### config.mk
export PLATFORM = sky130hd
export DESIGN_NAME = pot_sar_seq
export DESIGN_NICKNAME = d
export VERILOG_FILES = /design/src/rtl/pot_sar_pkg.sv /design/src/rtl/pot_addr_decode.sv /design/src/rtl/pot_settle_timer.sv /design/src/rtl/pot_sar_seq.sv
export SDC_FILE = /design/constraint.sdc
export NUM_CORES = 1
export LEC_CHECK = 0
export ABC_CLOCK_PERIOD_IN_PS = 2000
export CORE_MARGIN = 2
export CORE_UTILIZATION = 30
export CTS_CLUSTER_SIZE = 12
export DETAILED_ROUTE_END_ITERATION = 12
export SYNTH_ARGS = -nofsm -noshare
export SYNTH_HDL_FRONTEND = slang
export SYNTH_SLANG_ARGS = --single-unit
### constraint.sdc
create_clock -name clk -period 2 [get_ports clk]
set_input_delay 0.2 -clock clk [delete_from_list [all_inputs] [get_ports clk]]
set_output_delay 0.2 -clock clk [all_outputs]
set_load 0.05 [all_outputs]
### src/rtl/pot_sar_pkg.sv
package pot_sar_pkg;

    typedef enum logic [2:0] {
        ST_IDLE,
        ST_SELECT,
        ST_WR_LO,
        ST_WR_HI,
        ST_SETTLE,
        ST_SAMPLE,
        ST_FINISH
    } sar_state_t;

endpackage

### src/rtl/pot_addr_decode.sv
module pot_addr_decode #(
    parameter int IDX_W   = 5,
    parameter int CODE_W  = 3,
    parameter int NUM_SEL = 3
) (
    input  logic [IDX_W-1:0]   idx,
    output logic [NUM_SEL-1:0] sel_onehot,
    output logic [CODE_W-1:0]  code,
    output logic               valid
);
    localparam int GRP_W = IDX_W - CODE_W;

    logic [GRP_W-1:0] grp;

    assign grp   = idx[IDX_W-1:CODE_W];
    assign code  = idx[CODE_W-1:0];
    assign valid = (32'(grp) < NUM_SEL);

    for (genvar g = 0; g < NUM_SEL; g++) begin : g_sel
        assign sel_onehot[g] = (grp == GRP_W'(g));
    end

endmodule

### src/rtl/pot_settle_timer.sv
module pot_settle_timer #(
    parameter int W = 8
) (
    input  logic         clk,
    input  logic         rst_n,
    input  logic         load,
    input  logic [W-1:0] load_val,
    input  logic         en,
    output logic         zero
);
    logic [W-1:0] cnt_q;

    always_ff @(posedge clk or negedge rst_n) begin
        if (!rst_n) begin
            cnt_q <= '0;
        end else if (load) begin
            cnt_q <= load_val;
        end else if (en && cnt_q != '0) begin
            cnt_q <= cnt_q - 1'b1;
        end
    end

    assign zero = (cnt_q == '0);

endmodule

### src/rtl/pot_sar_seq.sv
module pot_sar_seq
    import pot_sar_pkg::*;
#(
    parameter int DAC_W    = 12,
    parameter int BYTE_W   = 8,
    parameter int CODE_W   = 3,
    parameter int NUM_SEL  = 3,
    parameter int IDX_W    = 5,
    parameter int SETTLE_W = 8
) (
    input  logic                clk,
    input  logic                rst_n,
    input  logic                start_i,
    input  logic [IDX_W-1:0]    pot_idx_i,
    input  logic [SETTLE_W-1:0] settle_cyc_i,
    input  logic                cmp_above_i,
    output logic [BYTE_W-1:0]   dac_data_o,
    output logic                dac_lo_stb_o,
    output logic                dac_hi_stb_o,
    output logic [CODE_W-1:0]   pot_code_o,
    output logic [NUM_SEL-1:0]  sel_inh_n_o,
    output logic                busy_o,
    output logic                done_o,
    output logic [DAC_W-1:0]    result_o,
    output logic                err_o
);
    localparam int BIT_W = $clog2(DAC_W);

    sar_state_t            state_q, state_d;
    logic [DAC_W-1:0]      trial_q;
    logic [BIT_W-1:0]      bit_q;
    logic [NUM_SEL-1:0]    sel_q;
    logic [CODE_W-1:0]     code_q;
    logic [SETTLE_W-1:0]   settle_q;
    logic [DAC_W-1:0]      result_q;
    logic                  err_q;

    logic [NUM_SEL-1:0]    dec_onehot;
    logic [CODE_W-1:0]     dec_code;
    logic                  dec_valid;
    logic                  tmr_zero;
    logic                  accept;

    pot_addr_decode #(
        .IDX_W  (IDX_W),
        .CODE_W (CODE_W),
        .NUM_SEL(NUM_SEL)
    ) u_dec (
        .idx       (pot_idx_i),
        .sel_onehot(dec_onehot),
        .code      (dec_code),
        .valid     (dec_valid)
    );

    pot_settle_timer #(
        .W(SETTLE_W)
    ) u_tmr (
        .clk     (clk),
        .rst_n   (rst_n),
        .load    (state_q == ST_WR_HI),
        .load_val(settle_q),
        .en      (state_q == ST_SETTLE),
        .zero    (tmr_zero)
    );

    assign accept = (state_q == ST_IDLE) && start_i && dec_valid;

    // Next-state logic
    always_comb begin
        state_d = state_q;
        unique case (state_q)
            ST_IDLE:   if (accept) state_d = ST_SELECT;
            ST_SELECT: state_d = ST_WR_LO;
            ST_WR_LO:  state_d = ST_WR_HI;
            ST_WR_HI:  state_d = ST_SETTLE;
            ST_SETTLE: if (tmr_zero) state_d = ST_SAMPLE;
            ST_SAMPLE: state_d = (bit_q == '0) ? ST_FINISH : ST_WR_LO;
            ST_FINISH: state_d = ST_IDLE;
            default:   state_d = ST_IDLE;
        endcase
    end

    // State register and datapath
    always_ff @(posedge clk or negedge rst_n) begin
        if (!rst_n) begin
            state_q  <= ST_IDLE;
            trial_q  <= '0;
            bit_q    <= '0;
            sel_q    <= '0;
            code_q   <= '0;
            settle_q <= '0;
            result_q <= '0;
            err_q    <= 1'b0;
        end else begin
            state_q <= state_d;
            err_q   <= (state_q == ST_IDLE) && start_i && !dec_valid;
            if (accept) begin
                code_q   <= dec_code;
                sel_q    <= dec_onehot;
                settle_q <= settle_cyc_i;
            end
            if (state_q == ST_SELECT) begin
                trial_q <= {1'b1, {(DAC_W-1){1'b0}}};
                bit_q   <= BIT_W'(DAC_W - 1);
            end
            if (state_q == ST_SAMPLE) begin
                trial_q[bit_q] <= cmp_above_i;
                if (bit_q != '0) begin
                    trial_q[bit_q - 1'b1] <= 1'b1;
                    bit_q                 <= bit_q - 1'b1;
                end else begin
                    result_q <= {trial_q[DAC_W-1:1], cmp_above_i};
                end
            end
        end
    end

    // Output decode
    always_comb begin
        dac_data_o   = '0;
        dac_lo_stb_o = 1'b0;
        dac_hi_stb_o = 1'b0;
        sel_inh_n_o  = '1;
        busy_o       = (state_q != ST_IDLE);
        done_o       = 1'b0;
        unique case (state_q)
            ST_IDLE, ST_SELECT: ;
            ST_WR_LO: begin
                dac_data_o   = trial_q[BYTE_W-1:0];
                dac_lo_stb_o = 1'b1;
                sel_inh_n_o  = ~sel_q;
            end
            ST_WR_HI: begin
                dac_data_o   = BYTE_W'(trial_q[DAC_W-1:BYTE_W]);
                dac_hi_stb_o = 1'b1;
                sel_inh_n_o  = ~sel_q;
            end
            ST_SETTLE, ST_SAMPLE: sel_inh_n_o = ~sel_q;
            ST_FINISH: done_o = 1'b1;
            default: ;
        endcase
    end

    assign pot_code_o = code_q;
    assign result_o   = result_q;
    assign err_o      = err_q;

endmodule

==> results of run 1 <==
-- area by class of cell --
type,instances,area share (%)
clock buffer,7,2.40
tap,129,4.02
inverter,10,0.936
clock inverter,1,0.218
sequential,54,33.7
timing repair buffer,81,22.5
multi-input combinational,217,36.2
-- Yosys cell counts, drive strengths merged, types with 2 or more instances --
library cell and instances:
nor2 20, mux2 11, nand3b 4, and3 5, a22oi 3, a221o 8, and2 4, a22o 5
or3 2, nor4 2, o21ai 12, nor3 5, or2 2, a21o 2, clkbuf 14, nor3b 10
o2bb2ai 2, a32o 2, dfrtp 54, buf 7, o31ai 6, mux2i 6, a31oi 4, o22a 3
nand2b 5, nand2 47, inv 10, ha 7, nand3 7, a21oi 12, nor2b 5, o22ai 2
-- per-stage QoR --
step	instance area (um^2)	setup TNS (ns)	setup WS, ns
after floorplan	2920	0	0.0427
after global placement	3870	0	0.0224
after detailed placement	3870	-0.156	-0.0468
after CTS	3990	0	0.0233
after global routing	4010	-0.109	-0.0339
final	4010	0	0.0400
-- critical path, cell delays in order, from the launching register on --
cell     delay, ns
dfrtp_1       0.39
or4_4         0.57
o31a_1        0.39
mux2i_1       0.18
a221o_1       0.31
-- power groups by stage --
stage | Combinational, mW | Sequential (mW) | Clock [mW]
after floorplan | 1.50 | 1.72 | 0
after global placement | 2.55 | 1.65 | 0
after detailed placement | 2.59 | 1.66 | 0
after CTS | 2.61 | 1.64 | 0.715
after global routing | 2.83 | 1.69 | 0.750
final | 2.62 | 1.65 | 0.682
-- worst max path at each step --
stage / cells past startpoint / end / start / slack [ns]
CTS: 5 / dac_data_o[3] / state_q[2] / 0.02
detailed placement: 4 / u_tmr.cnt_q[7] / u_tmr.cnt_q[5] / -0.05
global route: 4 / state_q[0] / u_tmr.cnt_q[3] / -0.03
finish: 4 / u_tmr.cnt_q[7] / u_tmr.cnt_q[3] / 0.04
floorplan: 6 / u_tmr.cnt_q[4] / u_tmr.cnt_q[5] / 0.04
global placement: 4 / u_tmr.cnt_q[4] / u_tmr.cnt_q[5] / 0.02
-- state kept, by name, indices dropped and copies added (netlist names) --
signal and cells:
result_o 12, trial_q 12, settle_q 8, u_tmr.cnt_q 8, bit_q 4, pot_code_o 3
sel_q 3, state_q 3, err_o 1
-- routing by layer --
| metal | share of wire, % | up-vias | wire [um] | GRT usage [%] |
|---|---|---|---|---|
| li1 | - | 1207 | - | - |
| met1 | 48 | 1190 | 3470 | 20.6 |
| met2 | 44 | 66 | 3140 | 21.6 |
| met4 | 2.4 | 0 | 169 | 6.26 |
| met3 | 5.4 | 13 | 383 | 2.87 |
| met5 | 0 | - | 0 | 0 |
-- cell families after synthesis --
family | after synthesis | share of synthesized area (%)
AND/OR/NAND/NOR | 122 | 21.1
AO/OA/AOI/OAI | 70 | 18.1
XOR/XNOR | 1 | 0.302
adder cells (fa/ha/maj) | 7 | 3.02
multiplexers | 17 | 6.34
buffers and inverters | 31 | 4.45
flip-flops | 54 | 46.6
-- repair_timing --
item,CTS,global route
hold buffers,1,0
resized for setup,2,3
pin swaps,1,1
endpoints found under the hold margin,21,0
endpoints found under the setup margin,10,12
buffers inserted,0,1
==> reports/qor.yml, run 1 <==
run_status:
  status: "finished clean"
floorplanning:
  dieArea_um2: 10500
  die_h_um: 102
  start_util_pct: 31.1
  row_count: 35
  boundaryPins: 48
  design.core.area_um2: 9330
  fp.dieW_um: 102
sta:
  period_needed_ns: 1.96
  hold_viol: 0
  worstMarginPinSlew_ns: 0.585
  drv_slew: 0
  hold_slack_ns: 0.399
  clock.fmax_mhz: 510
  period_share_pct: 98.0
  slew_headroom_pct: 61.0
  rsz0062_at_grt: "true"
  setup_violations: 0
  skew_ns: 0.00934
finish:
  n_fill_cell: 892
  layout_common_cells: "54 x dfrtp_1, 47 x nand2_1, 31 x clkdlybuf4s50_1, 30 x buf_4, 20 x nor2_1"
  final_layout_size_suffix_gt1_share_pct: 23.2
  area_growth_pct: 38.4
  antenna_cells: 0
  layout.nets: 393
  regArea_um2: 1350
  utilization_pct: 43.0
  multi_input_area_um2: 1450
  fin_cells: 499
  final_common_cell: "dfrtp_1"
grt:
  grt_pass1_vias: 2397
  grt_max_degree: 34
  grt_use_total_pct: 14.6
  antenna_found_initial: 0
  grt_overflow: 0
  grt_pass1_wl_um: 11900
min_path:
  hold_class: "input port to async pin"
synthesis:
  synth-seq-area-share_pct: 46.6
  synth.avg_cell_area_um2: 9.60
  synthesis.area_um2: 2900
  ys_seq_elements: 54
  synth_top_area_share_pct: 46.6
  syn_nets: 326
  synth-edff-count: 0
  synth.largest_area_cell: "dfrtp_1"
  synth-async-reset-ratio_pct: 100
  synth-main-ff-cell: "dfrtp_1"
  synth_area_leaders: "dfrtp_1 47%, nand2_1 6.1%, mux2_2 4.3%"
  synthCells: 302
  yosys_warnings: 0
  yosysUniqueCellTypes: 50
power:
  p_switching_mw: 2.02
  vdd_drop_max_uv: 617
  power.density_nw_per_um2: 1240
  p_sw_share_pct: 40.7
  power.clock.fraction_pct: 13.8
  p_leak_nw: 1.76
  power_mw: 4.95
  seqPwrFrac_pct: 33.3
  intPower_mw: 2.94
  pwr-share-comb_pct: 53.0
route:
  drc: 0
  drtAntennaViolNets: 0
  wirelength_um: 7150
  vias: 2476
  firstDrtPassIters: 4
  vias_per_cell: 4.96
  avgRoutedWirePerCell_um: 14.3
  initialDrtViolationCount: 177
clock_tree:
  cts_buffer_depth: 2
  h-tree-depth: 2
  clock_sinks: 54
  cts_made_buffers: 5
  clk_pin_slew_ns: 0.10
  clock_latency_ns: 0.31
  cts_tree: "built"
  cts_root_buf: "clkbuf_8"
setup_path:
  worstReg2RegEnd: "u_tmr.cnt_q[7]"
  worstSetupEndpointType: "register"
  r2r_slack_ns: 0.04
  worstPathRequired_ns: 2.20
  worstPathMaxFanout: 7
  start_kind: "register"
  critPathKind: "register to register"
  rr_worst_depth: 4
  r2r_start: "u_tmr.cnt_q[3]"
  critPathArrivalTime_ns: 2.16
placed_design:
  hpwl_um: 5210
  place_congestion: 0.899
  portBuffers: 47
  dp_cells: 489
flow_run:
  drv_cap: 0
Note: power is estimated with default switching activity, not from simulation.
==> run 2: changes to the inputs <==
Settings changed: ABC_CLOCK_PERIOD_IN_PS 2000 to default.
==> results of run 2 <==
Same layout as run 1: the final DEF is identical, and so are final timing and power.
